<file path="src/rtl/msadc_pkg.sv">
// Shared definitions for the multi-slope sequencer: sequencer states and
// switch bit positions. Assumes a five-bit switch word.
package msadc_pkg;
    typedef enum logic [2:0] {
        ST_IDLE,
        ST_RUNUP,
        ST_FAST,
        ST_SLOW,
        ST_RES_REQ,
        ST_RES_WAIT,
        ST_HOLD
    } seq_state_t;

    localparam int SW_W  = 5;
    localparam int SW_IN = 0;   // input resistor
    localparam int SW_RP = 1;   // fast positive reference
    localparam int SW_RN = 2;   // fast negative reference
    localparam int SW_SP = 3;   // slow positive reference
    localparam int SW_SN = 4;   // slow negative reference
endpackage

</file>
<file path="src/rtl/msadc_sync.sv">
// Shift-register synchronizer that brings the asynchronous comparator into the
// clock domain. Assumes STAGES >= 2; output lags the input by STAGES edges.
module msadc_sync #(
    parameter int STAGES = 2
) (
    input  logic clk,
    input  logic rst_n,
    input  logic d_async,
    output logic q_sync
);
    logic [STAGES-1:0] sh;

    // Shift the raw level through the register chain.
    always_ff @(posedge clk) begin
        if (!rst_n) sh <= '0;
        else        sh <= {sh[STAGES-2:0], d_async};
    end

    assign q_sync = sh[STAGES-1];
endmodule

</file>
<file path="src/rtl/msadc_runup.sv">
// Run-up timer with two-pattern feedback. On go it starts period zero. At each
// period start it latches the synchronized comparator as the pattern choice and
// counts periods per pattern. Assumes period and n_periods are at least 1 and
// stay stable while active.
module msadc_runup #(
    parameter int CNT_W = 16
) (
    input  logic             clk,
    input  logic             rst_n,
    input  logic             go,
    input  logic             cmp_s,
    input  logic [CNT_W-1:0] period,
    input  logic [CNT_W-1:0] n_periods,
    output logic             active,
    output logic             pat_neg,
    output logic             done,
    output logic [CNT_W-1:0] cnt_neg,
    output logic [CNT_W-1:0] cnt_pos
);
    logic [CNT_W-1:0] ph;
    logic [CNT_W-1:0] per;
    logic             ph_last;
    logic             per_last;

    assign ph_last  = (ph == period - 1'b1);
    assign per_last = (per == n_periods - 1'b1);
    assign done     = active && ph_last && per_last;

    // Period phase, period index, pattern choice and per-pattern counts.
    always_ff @(posedge clk) begin
        if (!rst_n) begin
            active  <= 1'b0;
            ph      <= '0;
            per     <= '0;
            pat_neg <= 1'b0;
            cnt_neg <= '0;
            cnt_pos <= '0;
        end else if (go) begin
            active  <= 1'b1;
            ph      <= '0;
            per     <= '0;
            pat_neg <= cmp_s;
            cnt_neg <= cmp_s ? CNT_W'(1) : '0;
            cnt_pos <= cmp_s ? '0 : CNT_W'(1);
        end else if (active) begin
            if (ph_last) begin
                ph <= '0;
                if (per_last) begin
                    active <= 1'b0;
                end else begin
                    per     <= per + 1'b1;
                    pat_neg <= cmp_s;
                    if (cmp_s) cnt_neg <= cnt_neg + 1'b1;
                    else       cnt_pos <= cnt_pos + 1'b1;
                end
            end else begin
                ph <= ph + 1'b1;
            end
        end
    end

    AST_PATTERN_HELD: assert property (@(posedge clk) disable iff (!rst_n)
        (active && ph != '0) |-> $stable(pat_neg));

    AST_COUNT_SUM: assert property (@(posedge clk) disable iff (!rst_n)
        (!active && $past(active)) |-> (cnt_neg + cnt_pos == n_periods));
endmodule

</file>
<file path="src/rtl/msadc_slope.sv">
// Slope cycle counter. Cleared on clr and counts while en. expire flags the last
// allowed cycle of a slope. Assumes timeout >= 1 and stable while en.
module msadc_slope #(
    parameter int CNT_W = 16
) (
    input  logic             clk,
    input  logic             rst_n,
    input  logic             clr,
    input  logic             en,
    input  logic [CNT_W-1:0] timeout,
    output logic [CNT_W-1:0] cnt,
    output logic             expire
);
    // Count the cycles for which the slope is applied.
    always_ff @(posedge clk) begin
        if (!rst_n)   cnt <= '0;
        else if (clr) cnt <= '0;
        else if (en)  cnt <= cnt + 1'b1;
    end

    assign expire = en && (cnt == timeout - 1'b1);

    AST_SLOPE_BOUND: assert property (@(posedge clk) disable iff (!rst_n)
        en |-> (cnt < timeout));
endmodule

</file>
<file path="src/rtl/msadc_seq.sv">
// Sequencer top for a multi-slope integrating ADC. It runs run-up, the fast
// rundown, the slow rundown and the residual sample, then holds a result record
// until acknowledged. Assumes the residual ADC answers once per res_conv and that
// configuration is stable during a conversion.
module msadc_seq
    import msadc_pkg::*;
#(
    parameter int CNT_W       = 16,
    parameter int RES_W       = 12,
    parameter int SYNC_STAGES = 2
) (
    input  logic             clk,
    input  logic             rst_n,
    input  logic             cmp_raw,
    input  logic             start,
    input  logic             rd_ack,
    input  logic [CNT_W-1:0] cfg_period,
    input  logic [CNT_W-1:0] cfg_periods,
    input  logic [CNT_W-1:0] cfg_fast_to,
    input  logic [CNT_W-1:0] cfg_slow_to,
    output logic [4:0]       sw_ctrl,
    output logic             res_conv,
    input  logic             res_valid,
    input  logic [RES_W-1:0] res_code,
    output logic             result_valid,
    output logic             rslt_ovr,
    output logic [CNT_W-1:0] rslt_cnt_neg,
    output logic [CNT_W-1:0] rslt_cnt_pos,
    output logic [CNT_W-1:0] rslt_fast,
    output logic [CNT_W-1:0] rslt_slow,
    output logic [RES_W-1:0] rslt_res
);
    seq_state_t state;
    logic       cmp_s;
    logic       dir_hi;
    logic       go;
    logic       ru_active, ru_pat_neg, ru_done;
    logic       fast_exp, slow_exp;
    logic       fast_en, slow_en;

    assign go      = (state == ST_IDLE) && start;
    assign fast_en = (state == ST_FAST);
    assign slow_en = (state == ST_SLOW);

    msadc_sync #(.STAGES(SYNC_STAGES)) u_sync (
        .clk(clk), .rst_n(rst_n), .d_async(cmp_raw), .q_sync(cmp_s)
    );

    msadc_runup #(.CNT_W(CNT_W)) u_runup (
        .clk(clk), .rst_n(rst_n), .go(go), .cmp_s(cmp_s),
        .period(cfg_period), .n_periods(cfg_periods),
        .active(ru_active), .pat_neg(ru_pat_neg), .done(ru_done),
        .cnt_neg(rslt_cnt_neg), .cnt_pos(rslt_cnt_pos)
    );

    msadc_slope #(.CNT_W(CNT_W)) u_fast (
        .clk(clk), .rst_n(rst_n), .clr(go), .en(fast_en),
        .timeout(cfg_fast_to), .cnt(rslt_fast), .expire(fast_exp)
    );

    msadc_slope #(.CNT_W(CNT_W)) u_slow (
        .clk(clk), .rst_n(rst_n), .clr(go), .en(slow_en),
        .timeout(cfg_slow_to), .cnt(rslt_slow), .expire(slow_exp)
    );

    // Phase sequencing, rundown direction, result capture and strobe.
    always_ff @(posedge clk) begin
        if (!rst_n) begin
            state        <= ST_IDLE;
            dir_hi       <= 1'b0;
            rslt_ovr     <= 1'b0;
            rslt_res     <= '0;
            result_valid <= 1'b0;
        end else begin
            result_valid <= 1'b0;
            case (state)
                ST_IDLE: if (go) begin
                    state    <= ST_RUNUP;
                    rslt_ovr <= 1'b0;
                end
                ST_RUNUP: if (ru_done) begin
                    state  <= ST_FAST;
                    dir_hi <= cmp_s;
                end
                ST_FAST: begin
                    if (cmp_s != dir_hi) begin
                        state <= ST_SLOW;
                    end else if (fast_exp) begin
                        state        <= ST_HOLD;
                        rslt_ovr     <= 1'b1;
                        result_valid <= 1'b1;
                    end
                end
                ST_SLOW: begin
                    if (cmp_s == dir_hi) begin
                        state <= ST_RES_REQ;
                    end else if (slow_exp) begin
                        state        <= ST_HOLD;
                        rslt_ovr     <= 1'b1;
                        result_valid <= 1'b1;
                    end
                end
                ST_RES_REQ: state <= ST_RES_WAIT;
                ST_RES_WAIT: if (res_valid) begin
                    state        <= ST_HOLD;
                    rslt_res     <= res_code;
                    result_valid <= 1'b1;
                end
                ST_HOLD: if (rd_ack) state <= ST_IDLE;
                default: state <= ST_IDLE;
            endcase
        end
    end

    // Switch word decoded from the registered phase and direction.
    always_comb begin
        sw_ctrl = '0;
        case (state)
            ST_RUNUP: begin
                sw_ctrl[SW_IN] = 1'b1;
                if (ru_pat_neg) sw_ctrl[SW_RN] = 1'b1;
                else            sw_ctrl[SW_RP] = 1'b1;
            end
            ST_FAST: begin
                if (dir_hi) sw_ctrl[SW_RN] = 1'b1;
                else        sw_ctrl[SW_RP] = 1'b1;
            end
            ST_SLOW: begin
                if (dir_hi) sw_ctrl[SW_SP] = 1'b1;
                else        sw_ctrl[SW_SN] = 1'b1;
            end
            default: sw_ctrl = '0;
        endcase
    end

    assign res_conv = (state == ST_RES_REQ);

    AST_INPUT_IN_RUNUP: assert property (@(posedge clk) disable iff (!rst_n)
        sw_ctrl[SW_IN] |-> ru_active);

    AST_CONV_AFTER_SLOW: assert property (@(posedge clk) disable iff (!rst_n)
        res_conv |-> ($past(state) == ST_SLOW));

    AST_VALID_ONE_CYCLE: assert property (@(posedge clk) disable iff (!rst_n)
        result_valid |=> !result_valid);

    AST_RESULT_HELD: assert property (@(posedge clk) disable iff (!rst_n)
        (state == ST_HOLD && $past(state) == ST_HOLD) |->
        ($stable(rslt_res) && $stable(rslt_fast) && $stable(rslt_slow) &&
         $stable(rslt_cnt_neg) && $stable(rslt_ovr)));

    AST_START_IGNORED: assert property (@(posedge clk) disable iff (!rst_n)
        (state == ST_HOLD && !rd_ack) |=> (state == ST_HOLD));

    AST_ABORT_OPEN: assert property (@(posedge clk) disable iff (!rst_n)
        (result_valid && rslt_ovr) |-> (sw_ctrl == '0 && !res_conv));
endmodule

</file>
<file path="config.mk">
export PLATFORM = sky130hd
export DESIGN_NAME = msadc_seq
export DESIGN_NICKNAME = d
export VERILOG_FILES = /design/src/rtl/msadc_pkg.sv /design/src/rtl/msadc_sync.sv /design/src/rtl/msadc_runup.sv /design/src/rtl/msadc_slope.sv /design/src/rtl/msadc_seq.sv
export SDC_FILE = /design/constraint.sdc
export NUM_CORES = 1
export LEC_CHECK = 0
export BUFFER_PORTS_ARGS = -buffer_cell sky130_fd_sc_hd__buf_2
export CAP_MARGIN = 20
export CORE_MARGIN = 2
export CORE_UTILIZATION = 55
export DETAILED_ROUTE_END_ITERATION = 10
export GPL_TIMING_DRIVEN = 0
export MAX_ROUTING_LAYER = met4
export PLACE_DENSITY = 0.8
export SYNTH_ARGS = -nofsm -noshare
export SYNTH_HDL_FRONTEND = slang
export SYNTH_SLANG_ARGS = --single-unit
</file>
<file path="constraint.sdc">
create_clock -name clk -period 6.7 [get_ports clk]
set_input_delay 0.67 -clock clk [delete_from_list [all_inputs] [get_ports clk]]
set_output_delay 0.67 -clock clk [all_outputs]
set_load 0.03 [all_outputs]
</file>
# Yosys cells after proc, flatten, opt, wreduce, memory -nomap -nowiden
# Cells that the tools add are included.
# word_totals
word_cells	118
in_bits	82
ff_bits	118
# classes
mux	49
reduce_logical	19
eq_ne	24
bitwise_logic	2
n_addsub	10
# ops
operator	count
16-bit two-way mux	11
16-bit by 1-bit adder with 16-bit output, second input constant	6
16-bit == test	4
16-bit by 1-bit subtractor with 16-bit output, second input constant	4
1-bit two-way mux	25
3-bit two-way mux	8
3-bit one-hot mux with 7 select lines	1
2-bit != test, second input constant	10
6-bit AND reduction	2
3-bit == test, second input constant	3
4-bit AND reduction	2
3-bit by 2-bit == test with 1-bit output, second input constant	2
3-bit != test, second input constant	2
1-bit one-hot mux with 3 select lines	2
3-bit AND reduction	2
2-bit nonzero test	3
1-bit logical AND	5
2-bit one-hot mux with 2 select lines	1
2-bit AND reduction	2
3-bit by 1-bit == test with 1-bit output, second input constant	1
3-bit zero test	1
3-bit nonzero test	1
2-bit two-way mux	1
1-bit NOT	2
other kinds (3)	3

# Depth between registers and ports, before layout
# Gate-level depths: netlist of run 1.
# logic_depth
depth_word	6
depth_mapped	13

# By module
# A second synthesis of run 1 with hierarchy kept.
# hier_totals
hier_cells	978
area_unflattened_um2	7813.7
# by_module_without_submodules
mod	area_each_um2	seq_area_each_um2	cells_each	n_inst
msadc_runup	4351.7	1321.3	554	1
msadc_slope (u_fast)	1252.5	320.3	160	1
msadc_slope (u_slow)	1234.9	320.3	152	1
msadc_seq	922.1	360.3	108	1
msadc_sync	52.6	40.0	4	1

# Worst setup path before layout of run 1
# No wires, ideal clock.
# synth_path
kind	input-to-reg
start	in cfg_period[0]
end	reg u_runup.cnt_pos[11]
setup_time_ns	0.070
t_arrival_ns	3.235
stages	12
slack_ns	3.394
required_ns	6.630
n_path_buf	2
cell_sequence	inv_1 -> ha_1 -> clkbuf_2 -> xor3_1 -> nor3_1 -> o21ai_0 -> a2111oi_1 -> and4b_4 -> a21oi_2 -> buf_6 -> or4_1 -> a21oi_1
# synth_via
elab_chain_len	4
# synth_lines
item	line_no	text
start, declared	msadc_seq.sv:17	input logic [CNT_W-1:0] cfg_period,
16-bit by 1-bit subtractor with 16-bit output	msadc_runup.sv:25	assign ph_last = (ph == period - 1'b1);
16-bit == test	msadc_runup.sv:25	
2-bit nonzero test (no line)	-	
4-bit AND reduction (no line)	-	
end signal, assigned	msadc_runup.sv:44	cnt_pos <= cmp_s ? '0 : CNT_W'(1);
end signal, assigned	msadc_runup.sv:54	else cnt_pos <= cnt_pos + 1'b1;
end, declared	msadc_runup.sv:18	output logic [CNT_W-1:0] cnt_pos
# Every way passes these cells.
# A chain may end at the register's enable or synchronous reset.

# Worst setup path in the final report of run 1
# layout_path
start	in cfg_period[0]
end	reg u_runup.ph[11]
# layout_via
elab_chain_len	3
# layout_lines
item	line_no	text
16-bit by 1-bit subtractor with 16-bit output	msadc_runup.sv:25	
16-bit == test	msadc_runup.sv:25	
16-bit two-way mux	msadc_runup.sv:46	if (ph_last) begin
end signal, assigned	msadc_runup.sv:57	ph <= ph + 1'b1;
end, declared	msadc_runup.sv:20	logic [CNT_W-1:0] ph;
# Every way passes these cells.

==> metrics.txt, run 1 <==
outcome=completed; Post-synth EDFFs=0; share of cells above drive strength 1=18.29%; Commonest cells post-synth=dfxtp_1, nand2_1, nor2_1, xnor2_1, a21oi_1; vias per cell=5.906; Ys Warns=0; Total Routed Length=21.55 mm; Int Pwr=1.271 mW; Slew HR=34.19%; Leak=3.609 nW; pwr/cell area=179.9 mW/mm²; Power, Total=1.700 mW; cells after synthesis=1016; grt ovf=0; CTS Buf Count=17; cell taking the most area after synthesis=dfxtp_1; initial antenna violation count=1; Pre-Repair DR Iteration Count=5; top_reg_cell synth=dfxtp_1; fin crit share=54.50%; final cell count without fillers=1389; final setup vio count=0; Crit Path Max Fanout=10; Setup TNS Final=0 ns; core box area=0.01393 mm²; Setup Buffers After CTS=0; H-tree depth=4; vias in the first global route=7289; skew final=a little over 0.01 ns; Seq pwr share=a little over two fifths; Antenna Nets Post-Route=0; Mapped Area=0.007896 mm²; RSZ-0062 raised after global routing=no; hold_sp=u_sync.sh[0]$_SDFF_PN0_; fraction of registers with async set/reset=0%; most numerous cell in the Yosys netlist=dfxtp_1; worst hold path type=flip-flop to flip-flop; Reg2Reg Setup Slack=3.28 ns; Gate power share=roughly 11%; Placer Congestion=0.8847; Reg2Reg Depth=8; global-route wire length before repair=around 34 mm; hold depth=1; Die X-Extent=123.8 µm; Initial DRC Count=500; CTS clk-pin slew, worst paths=0.05 ns; Via Count=8203; Switching Share=25.21%; FILL cells=1218; Period minus WS final=3.651 ns; sw power=0.4284 mW; port bufs=162; CTS sink cnt=118; setup ws final=3.049 ns; root buf cell=clkbuf_16; drt drc=0; largest net degree at the start of global routing=17; register area share after synthesis=29.92%; worst-skew pair later-pin latency=0.42 ns; Worst Setup Path Type=input port to flip-flop; syn avg cell area=7.772 µm²; crit path capture type=flip-flop; Rows=43; WL/cell=15.52 µm; die height=123.8 µm; P&R area growth vs syn=19.63%; FMAX=0.2739 GHz; critical path arrival=3.93 ns; Max Cap Viol=0; post-synthesis register bit count=118; Initial Utilization=56.67%; worst hold slack=0.4446 ns; clock share of power=47.1%; synth top area cells=dfxtp_1, xnor2_1, xor2_1; startpoint types=input port; syn_nets=between 1000 and 1500; top cell type's share of synthesized area=around 30%; RR Endpoint=u_runup.ph[11]$_SDFFE_PP0P_; hold buffers post-CTS=0; Tightest Pin Transition=0.9796 ns; Place WS=2.669 ns; HPWL after DPL=between 15 and 20 mm; clk buf depth=2; CTS resizes=0; synth unique cells=between 80 and 90; dpl cells=about 1400; all-layer global routing usage=28.95%; I/O pin cnt=166; layout net count=1289; CTS tree=yes; max-slew violation count=0; VDD IR max=0.1977 mV; Final Hold Viols=0; reg2reg start=u_runup.ph[6]$_SDFFE_PP0P_; critical path data required time=about 7.0 ns; Die ar.=roughly 0.015 mm²; Hold EP=u_sync.sh[1]$_SDFF_PN0_
==> cells by family after synthesis <==
logic type,synth area share [%]
AND/OR/NAND/NOR,31.55
AO/OA/AOI/OAI,16.21
XOR/XNOR,14.61
flip-flops,29.92
buffers and inverters,3.819
multiplexers,2.313
adder cells (fa/ha/maj),1.585
==> flip-flops by register name (all words and copies together), names as in the netlist <==
| name | flops |
|---|---|
| u_runup.cnt_pos | 16 |
| state | 3 |
| u_sync.sh | 2 |
| u_slow.cnt | 16 |
| dir_hi | 1 |
| rslt_res | 12 |
| u_fast.cnt | 16 |
| u_runup.active | 1 |
| u_runup.pat_neg | 1 |
| rslt_ovr | 1 |
| u_runup.per | 16 |
| u_runup.cnt_neg | 16 |
| u_runup.ph | 16 |
| result_valid | 1 |
==> how the worst max path moves through the flow <==
stage                        startpoint                               end  slack, ns  cells past startpoint
after global routing      cfg_period[0]       u_runup.ph[14]$_SDFFE_PP0P_       2.77                     12
final                     cfg_period[0]       u_runup.ph[11]$_SDFFE_PP0P_       3.05                     12
after global placement    cfg_period[0]        u_runup.ph[7]$_SDFFE_PP0P_       2.75                     12
after detailed placement  cfg_period[0]       u_runup.ph[10]$_SDFFE_PP0P_       2.67                     12
after CTS                 cfg_period[0]       u_runup.ph[11]$_SDFFE_PP0P_       3.11                     12
after floorplan           cfg_period[0]  u_runup.cnt_pos[11]$_SDFFE_PN0P_       3.39                     12
==> critical path: stages <==
cell and delay, ns:
buf_2 0.13, inv_1 0.05, ha_1 0.18, clkbuf_2 0.17, xor3_1 0.36, nor3_1 0.12, o21ai_0 0.14, a2111oi_1 0.59
nand4b_2 0.44, o21ai_1 0.54, clkbuf_1 0.43, nor2_1 0.10
==> layout make-up <==
cell class              count  area (µm²)  share of cell area (%)
multi-input cells         824        5233                   55.39
flip-flops and latches    118        2362                   25.01
repair buffers            162       810.8                   8.583
clock buffers              26       489.2                   5.179
well taps                 180       225.2                   2.384
plain buffers              47       200.2                   2.119
inverters                  27       101.3                   1.073
clock inverters             4       22.52                  0.2384
diodes                      1       2.502                 0.02649
==> metal layers <==
| metal | vias up | routed length (µm) | GRT usage [%] |
|---|---|---|---|
| met4 | 0 | 394 | 7.955 |
| met5 | - | 0 | - |
| met2 | 284 | 10250 | 47.39 |
| met3 | 40 | 1498 | 6.364 |
| met1 | 3830 | 9411 | 36.12 |
| li1 | 4049 | - | - |
==> per-stage QoR <==
| step | cell area [µm²] | util, % |
|---|---|---|
| 4_1_cts | 9444 | 67.77 |
| 6_report | 9447 | 67.79 |
| 5_1_grt | 9447 | 67.79 |
| 2_1_floorplan | 7896 | - |
| 3_3_place_gp | 8932 | 64.10 |
| 3_5_place_dp | 8932 | 64.10 |
==> layout by cell type, fill, tap and decap left out, types with 7 or more instances in the layout <==
cell type  synthesis  routed
a21oi_1           61      61
and2_1             7       7
and3_1            21      21
buf_2              4     166
clkbuf_1          36      42
clkbuf_16          0      17
dfxtp_1          118     118
ha_1              10      10
inv_1             27      27
mux2i_1           16      16
nand2_1          113     113
nand2b_1           8       8
nand3_1           39      39
nand4_1           27      27
nor2_1           106     106
nor3_1            40      40
nor4_1            23      23
nor4b_1            8       8
o211ai_1           9       9
o21a_1             8       8
o21ai_0           36      36
o31ai_1            9       9
or3_1             23      23
or4_1             18      18
xnor2_1           69      69
xor2_1            60      60
==> power by group through the flow <==
| stage | combinational [mW] | sequential (mW) | clock, mW |
|---|---|---|---|
| 5_1_grt | 0.207 | 0.710 | 0.837 |
| 4_1_cts | 0.186 | 0.710 | 0.809 |
| 6_report | 0.189 | 0.710 | 0.801 |
| 2_1_floorplan | 0.110 | 0.726 | 0 |
| 3_5_place_dp | 0.185 | 0.724 | 0 |
| 3_3_place_gp | 0.182 | 0.724 | 0 |
No activity file was read; power rests on OpenSTA's default activity.
==> inputs of run 2 (changes only) <==
Settings changed: ABC_AREA set to 1, CORE_UTILIZATION 55 to 52, PLACE_DENSITY 0.8 to 0.78.
Clock period 6.7 ns to 2.9 ns, I/O delays scaled along.
==> run 2 against run 1 <==
  * Largest power group unchanged
  * Sequential cell count is the same
  * Clock power rose by 140%
  * Core utilization fell by 4.4 points
  * Global-route usage is 2.0 points lower
  * Sequential power grew 150%
  * Hold slack got worse by 0.35 ns
  * Critical path type is now flip-flop to flip-flop
==> metrics.txt, run 2 <==
drt drc=0 (unchanged); startpoint types=flip-flop (was input port); most numerous cell in the Yosys netlist=nand2_1 (was dfxtp_1); Mapped Area=0.008907 mm² (was 0.007896 mm²); initial antenna violation count=0 (was 1); Crit Path Max Fanout=10 (unchanged); post-synthesis register bit count=118 (unchanged); Final Hold Viols=0 (unchanged); setup ws final=0.4597 ns (was 3.049 ns); worst path cell trace=nor2_1, inv_1, nor2_1, nand2_1, nand2_1, inv_1, clkbuf_1, clkbuf_1, nand2_1, nor2_1 (was buf_2, inv_1, ha_1, clkbuf_2, xor3_1, nor3_1, o21ai_0, a2111oi_1, nand4b_2, o21ai_1, clkbuf_1, nor2_1); worst hold path type=input port to flip-flop (was flip-flop to flip-flop); Worst Path Buf+Inv=4 (unchanged); outcome=completed (unchanged); top_reg_cell synth=dfxtp_1 (unchanged); VDD IR max=0.3269 mV (was 0.1977 mV); CTS clk-pin slew, worst paths=0.06 ns (was 0.05 ns); top cell type's share of synthesized area=26.52% (was 29.92%); Initial DRC Count=509 (was 500); syn avg cell area=6.010 µm² (was 7.772 µm²); RSZ-0062 raised after global routing=no (unchanged); CTS tree=yes (unchanged); grt ovf=0 (unchanged); FMAX=between 0.4 and 0.5 GHz; CTS resizes=0 (unchanged); vias in the first global route=8580 (was 7289); FF+latch area=0.002362 mm² (unchanged); FILL cells=1640 (was 1218); Post-synth EDFFs=0 (unchanged); worst-skew pair later-pin latency=0.41 ns (was 0.42 ns); Ys Warns=0 (unchanged); register area share after synthesis=26.52% (was 29.92%); skew final=0.01147 ns (was 0.01007 ns); critical path arrival=2.78 ns (was 3.93 ns); Slew HR=57.16% (was 34.19%); Tightest Pin Transition=0.6377 ns (was 0.9796 ns); Worst Setup Path Type=flip-flop to flip-flop (was input port to flip-flop); most frequent cells in the layout=nand2_1, nor2_1, inv_1, buf_2, dfxtp_1 (was buf_2, dfxtp_1, nand2_1, nor2_1, xnor2_1); Commonest cells post-synth=nand2_1, nor2_1, inv_1, dfxtp_1, nand3_1 (was dfxtp_1, nand2_1, nor2_1, xnor2_1, a21oi_1); Max Cap Viol=0 (unchanged); synth unique cells=46 (was 83); Placer Congestion=0.9311 (was 0.8847); clk buf depth=2 (unchanged); hold buffers post-CTS=0 (unchanged); global-route wire length before repair=39.25 mm (was 34.49 mm); HPWL after DPL=18.76 mm (was 16.28 mm); crit path capture type=flip-flop (unchanged); commonest non-fill, non-tap cell in the layout=nand2_1 (was buf_2); port bufs=164 (was 162); H-tree depth=4 (unchanged); pwr/cell area=456.2 mW/mm² (was 179.9 mW/mm²); CTS sink cnt=118 (unchanged); critical path data required time=3.24 ns (was 6.98 ns); Period minus WS final=2.440 ns; Rows=47 (was 43); cells after synthesis=1482 (was 1016); syn_nets=1574 (was 1108); worst hold slack=0.09180 ns (was 0.4446 ns); fin crit share=84.15%; vias per cell=5.057 (was 5.906); Setup TNS Final=0 ns (unchanged); CP max-delay cell=clkbuf_1 (was a2111oi_1); Via Count=9598 (was 8203); all-layer global routing usage=26.92% (was 28.95%); Die X-Extent=134.9 µm (was 123.8 µm); multi-input combinational cell area=0.005692 mm² (was 0.005233 mm²); max-slew violation count=0 (unchanged); Final Util=63.38% (was 67.79%); core box area=0.01664 mm² (was 0.01393 mm²); synth top area cells=dfxtp_1, nand2_1, nor2_1 (was dfxtp_1, xnor2_1, xor2_1); P&R area growth vs syn=18.42% (was 19.63%); dpl cells=1866 (was 1358); fraction of registers with async set/reset=0% (unchanged); WL/cell=12.58 µm (was 15.52 µm); Place WS=0.1200 ns (was 2.669 ns); Total Routed Length=23.89 mm (was 21.55 mm); cell taking the most area after synthesis=dfxtp_1 (unchanged); largest net degree at the start of global routing=17 (unchanged); Die ar.=0.01819 mm² (was 0.01533 mm²); I/O pin cnt=166 (unchanged); layout net count=1757 (was 1289); Max stage delay on crit path=0.53 ns (was 0.59 ns); Pre-Repair DR Iteration Count=5 (unchanged); die height=134.9 µm (was 123.8 µm); root buf cell=clkbuf_16 (unchanged); final setup vio count=0 (unchanged); Antenna Nets Post-Route=0 (unchanged); Leak=4.815 nW (was 3.609 nW); Setup Buffers After CTS=0 (unchanged); Initial Utilization=53.52% (was 56.67%); number of diodes=0 (was 1); CTS Buf Count=17 (unchanged); share of cells above drive strength 1=15.08% (was 18.29%); delay-heaviest family, CP=buffers and inverters (was compound AO/OA/AOI/OAI gates); final cell count without fillers=1898 (was 1389)
## run 2: path summary, 6_finish.rpt
| kind | from | end | slack (ns) | cells past startpoint |
|---|---|---|---|---|
| max reg2reg | state[0]$_SDFFE_PN0P_ | u_slow.cnt[11]$_SDFFE_PP0P_ | 0.46 | 10 |
| min | cmp_raw | u_sync.sh[0]$_SDFF_PN0_ | 0.09 | 3 |
| max | state[0]$_SDFFE_PN0P_ | u_slow.cnt[11]$_SDFFE_PP0P_ | 0.46 | 10 |
| min reg2reg | u_sync.sh[0]$_SDFF_PN0_ | u_sync.sh[1]$_SDFF_PN0_ | 0.42 | 2 |
## run 2: metal layers
metal  vias up  track usage (%)  routed length, µm
li1       5081                -                  -
met1      4244            34.23              11030
met2       248            45.01              11200
met3        25            4.204               1341
met4         0            6.433                315
met5         -                -                  0
## run 2: per-stage QoR
stage,total power [mW],cell area [µm²]
floorplan,2.556,8907
global placement,2.896,10000
detailed placement,2.911,10000
CTS,4.833,10550
global route,5.052,10550
finish,4.812,10550
## run 2: where the power goes
group	total [mW]	internal (mW)	switching, mW
Clock	1.92	1.12	0.808
Sequential	1.74	1.68	0.0636
Combinational	1.15	0.347	0.801
## run 2: worst register-to-register path, delay by kind of cell (launching register included)
family        cells  cell delay [ns]
flops             1             0.42
simple gates      6             0.72
buf+inv           4             1.24
## run 2: kinds of logic (layout without fill, tap and decap cells)
logic type	after synthesis	after routing	synth area share [%]
AO/OA/AOI/OAI	149	149	8.906
XOR/XNOR	96	96	9.594
adder cells (fa/ha/maj)	10	10	1.405
buffers and inverters	222	418	9.580
flip-flops	118	118	26.52
AND/OR/NAND/NOR	887	887	44.00
## run 2: area by class of cell
type / instances / area share [%]
Clock buffer: 18 / 4.164
Sequential cell: 118 / 22.40
Inverter: 193 / 6.868
Timing Repair Buffer: 164 / 7.782
Multi-Input combinational cell: 1142 / 53.96
Buffer: 29 / 1.222
Clock inverter: 14 / 0.9964
Tap cell: 220 / 2.610
==> inputs of run 3 (changes only) <==
Clock period 2.9 ns to 2 ns, I/O delays scaled along.
==> run 3 against run 2 <==
  * The flow now finishes with violations (negative setup slack)
  * Clock power grew 88%
  * Setup slack got worse by 0.57 ns
  * Count of clock-buffer cells in the layout grew 1
  * Sequential power is 47% higher
  * Maximum frequency increased by 16%
  * Largest cell class unchanged
  * Largest power group unchanged
==> metrics.txt, run 3 (synthesis gave the netlist of run 2 again) <==
Antenna Nets Post-Route=0 (unchanged); pwr/cell area=683.6 mW/mm² (was 456.2 mW/mm²); WL/cell=13.89 µm (was 12.58 µm); critical path data required time=2.35 ns (was 3.24 ns); clk buf depth=2 (unchanged); Total Routed Length=27.19 mm (was 23.89 mm); clock share of power=43.4% (was 40.0%); RSZ-0062 raised after global routing=yes (was no); Initial Utilization=53.52% (unchanged); CTS sink cnt=118 (unchanged); Pre-Repair DR Iteration Count=5 (unchanged); CTS clk-pin slew, worst paths=0.06 ns (about the same); HPWL after DPL=18.58 mm (was 18.76 mm); startpoint types=flip-flop (unchanged); all-layer global routing usage=27.83% (was 26.92%); Slew HR=55.40% (was 57.16%); root buf cell=clkbuf_16 (unchanged); port bufs=164 (unchanged); failing checks=negative setup slack; reg2reg start=u_runup.ph[5]$_SDFFE_PP0P_ (was state[0]$_SDFFE_PN0P_); CTS Buf Count=17 (unchanged); Gate power share=25.9% (was 23.9%); largest net degree at the start of global routing=17 (unchanged); setup ws final=-0.1054 ns (was 0.4597 ns); Final Instance Area=0.01216 mm² (was 0.01055 mm²); most frequent cells in the layout=nand2_1, nor2_1, inv_1, buf_2, nand3_1 (was nand2_1, nor2_1, inv_1, buf_2, dfxtp_1); die height=134.9 µm (unchanged); initial antenna violation count=0 (unchanged); Placer Congestion=0.9423 (was 0.9311); layout net count=1816 (was 1757); FMAX=0.4750 GHz (was 0.4098 GHz); H-tree depth=4 (unchanged); P&R area growth vs syn=36.51% (was 18.42%); crit path capture type=flip-flop (unchanged); Worst Setup Path Type=flip-flop to flip-flop (unchanged); global-route wire length before repair=40.58 mm (was 39.25 mm); Period minus WS final=2.105 ns (was 2.440 ns); grt ovf=0 (unchanged); final setup vio count=30 (was 0); CTS tree=yes (unchanged); Tightest Pin Transition=0.6690 ns (was 0.6377 ns); Power, Total=8.312 mW (was 4.812 mW); drt drc=0 (unchanged); crit path to=u_runup.cnt_pos[8]$_SDFFE_PN0P_ (was u_slow.cnt[11]$_SDFFE_PP0P_); Reg2Reg Setup Slack=-0.11 ns (was 0.46 ns); worst hold path type=input port to flip-flop (unchanged); Rows=47 (unchanged); Final Hold Viols=0 (unchanged); outcome=finished with violations (was completed); Place WS=-0.5260 ns (was 0.1200 ns); vias in the first global route=9034 (was 8580); Seq pwr share=30.6% (was 36.2%); number of diodes=0 (unchanged); sw power=2.638 mW (was 1.673 mW); Reg2Reg Depth=16 (was 10); vias per cell=5.344 (was 5.057); share of cells above drive strength 1=29.65% (was 15.08%); Crit Path Max Fanout=8 (was 10); skew final=0.008640 ns (was 0.01147 ns); RR Endpoint=u_runup.cnt_pos[8]$_SDFFE_PN0P_ (was u_slow.cnt[11]$_SDFFE_PP0P_); worst-skew pair later-pin latency=0.43 ns (was 0.41 ns); Die ar.=0.01819 mm² (unchanged); I/O pin cnt=166 (unchanged); Die X-Extent=134.9 µm (unchanged); Initial DRC Count=746 (was 509); critical path arrival=2.46 ns (was 2.78 ns); crit path launch=u_runup.ph[5]$_SDFFE_PP0P_ (was state[0]$_SDFFE_PN0P_); worst hold slack=0.04016 ns (was 0.09180 ns); commonest non-fill, non-tap cell in the layout=nand2_1 (unchanged); VDD IR max=0.6947 mV (was 0.3269 mV); Max Cap Viol=0 (unchanged); fin crit share=105.3% (was 84.15%); max-slew violation count=0 (unchanged); Leak=5.630 nW (was 4.815 nW); Switching Share=31.74% (was 34.76%); Int Pwr=5.674 mW (was 3.139 mW); core box area=0.01664 mm² (unchanged); placed inst area=0.01001 mm² (was 0.01000 mm²); Via Count=10460 (was 9598)
[run 3: what timing repair did]
item | in CTS | in global routing
buffers inserted | 19 | 34
pin swaps | 14 | 85
endpoints found under the setup margin | 66 | 86
endpoints found under the hold margin | 1 | 0
gates resized for setup | 65 | 249
cloned | 0 | 6
hold buffers | 1 | 0
[run 3: routing by layer]
metal	global-route usage [%]	part of all wire [%]	up-vias
met1	34.31	42	4807
li1	-	-	5199
met4	8.480	2.1	0
met5	-	0	-
met2	46.25	49	395
met3	5.293	6.8	58
[run 3: worst max-delay path, stage by stage, from the launching register on]
cell,delay (ns)
dfxtp_2,0.33
inv_2,0.08
nand2_1,0.07
nand2_1,0.10
nand2_1,0.08
nand2_1,0.11
inv_1,0.05
nor2_1,0.12
nand3_1,0.14
inv_2,0.11
nand2_4,0.07
nand2_4,0.09
o21ai_4,0.09
nor2_4,0.25
buf_6,0.19
nand2_4,0.05
a21oi_2,0.11
[run 3: power groups by stage]
| stage | registers, mW | clock network (mW) | logic, mW |
|---|---|---|---|
| 6_report | 2.55 | 3.61 | 2.16 |
| 4_1_cts | 2.54 | 3.62 | 1.76 |
| 5_1_grt | 2.55 | 3.72 | 2.35 |
| 2_1_floorplan | 2.63 | 0 | 1.08 |
| 3_5_place_dp | 2.58 | 0 | 1.64 |
| 3_3_place_gp | 2.58 | 0 | 1.63 |
[run 3: layout make-up]
class                           instances  area, µm²
Fill cell                            1305       4483
Inverter                              193      737.0
Sequential cell                       118       2440
Tap cell                              220      275.3
Multi-Input combinational cell       1142       6479
Clock buffer                           19      442.9
Buffer                                 28      200.2
Timing Repair Buffer                  224       1335
Clock inverter                         13      250.2
[run 3: how the worst min path moves through the flow]
stage | to | cells after the start | startpoint | slack [ns]
2_1_floorplan | u_sync.sh[0]$_SDFF_PN0_ | 2 | cmp_raw | 0.30
3_3_place_gp | u_sync.sh[0]$_SDFF_PN0_ | 3 | cmp_raw | 0.38
3_5_place_dp | u_sync.sh[0]$_SDFF_PN0_ | 3 | cmp_raw | 0.40
4_1_cts | rslt_res[7]$_SDFFE_PN0P_ | 3 | res_code[7] | 0.03
5_1_grt | rslt_res[5]$_SDFFE_PN0P_ | 3 | res_code[5] | 0.06
6_report | rslt_res[7]$_SDFFE_PN0P_ | 3 | res_code[7] | 0.04
[run 3: stage by stage]
stage	std cells	setup TNS, ns	utilization (%)
6_report	1957	-1.523	73.06
5_1_grt	1957	-13.62	73.06
4_1_cts	1917	-0.01342	66.36
3_5_place_dp	1866	-31.47	60.16
3_3_place_gp	1866	-28.94	60.16
2_1_floorplan	1482	0	-
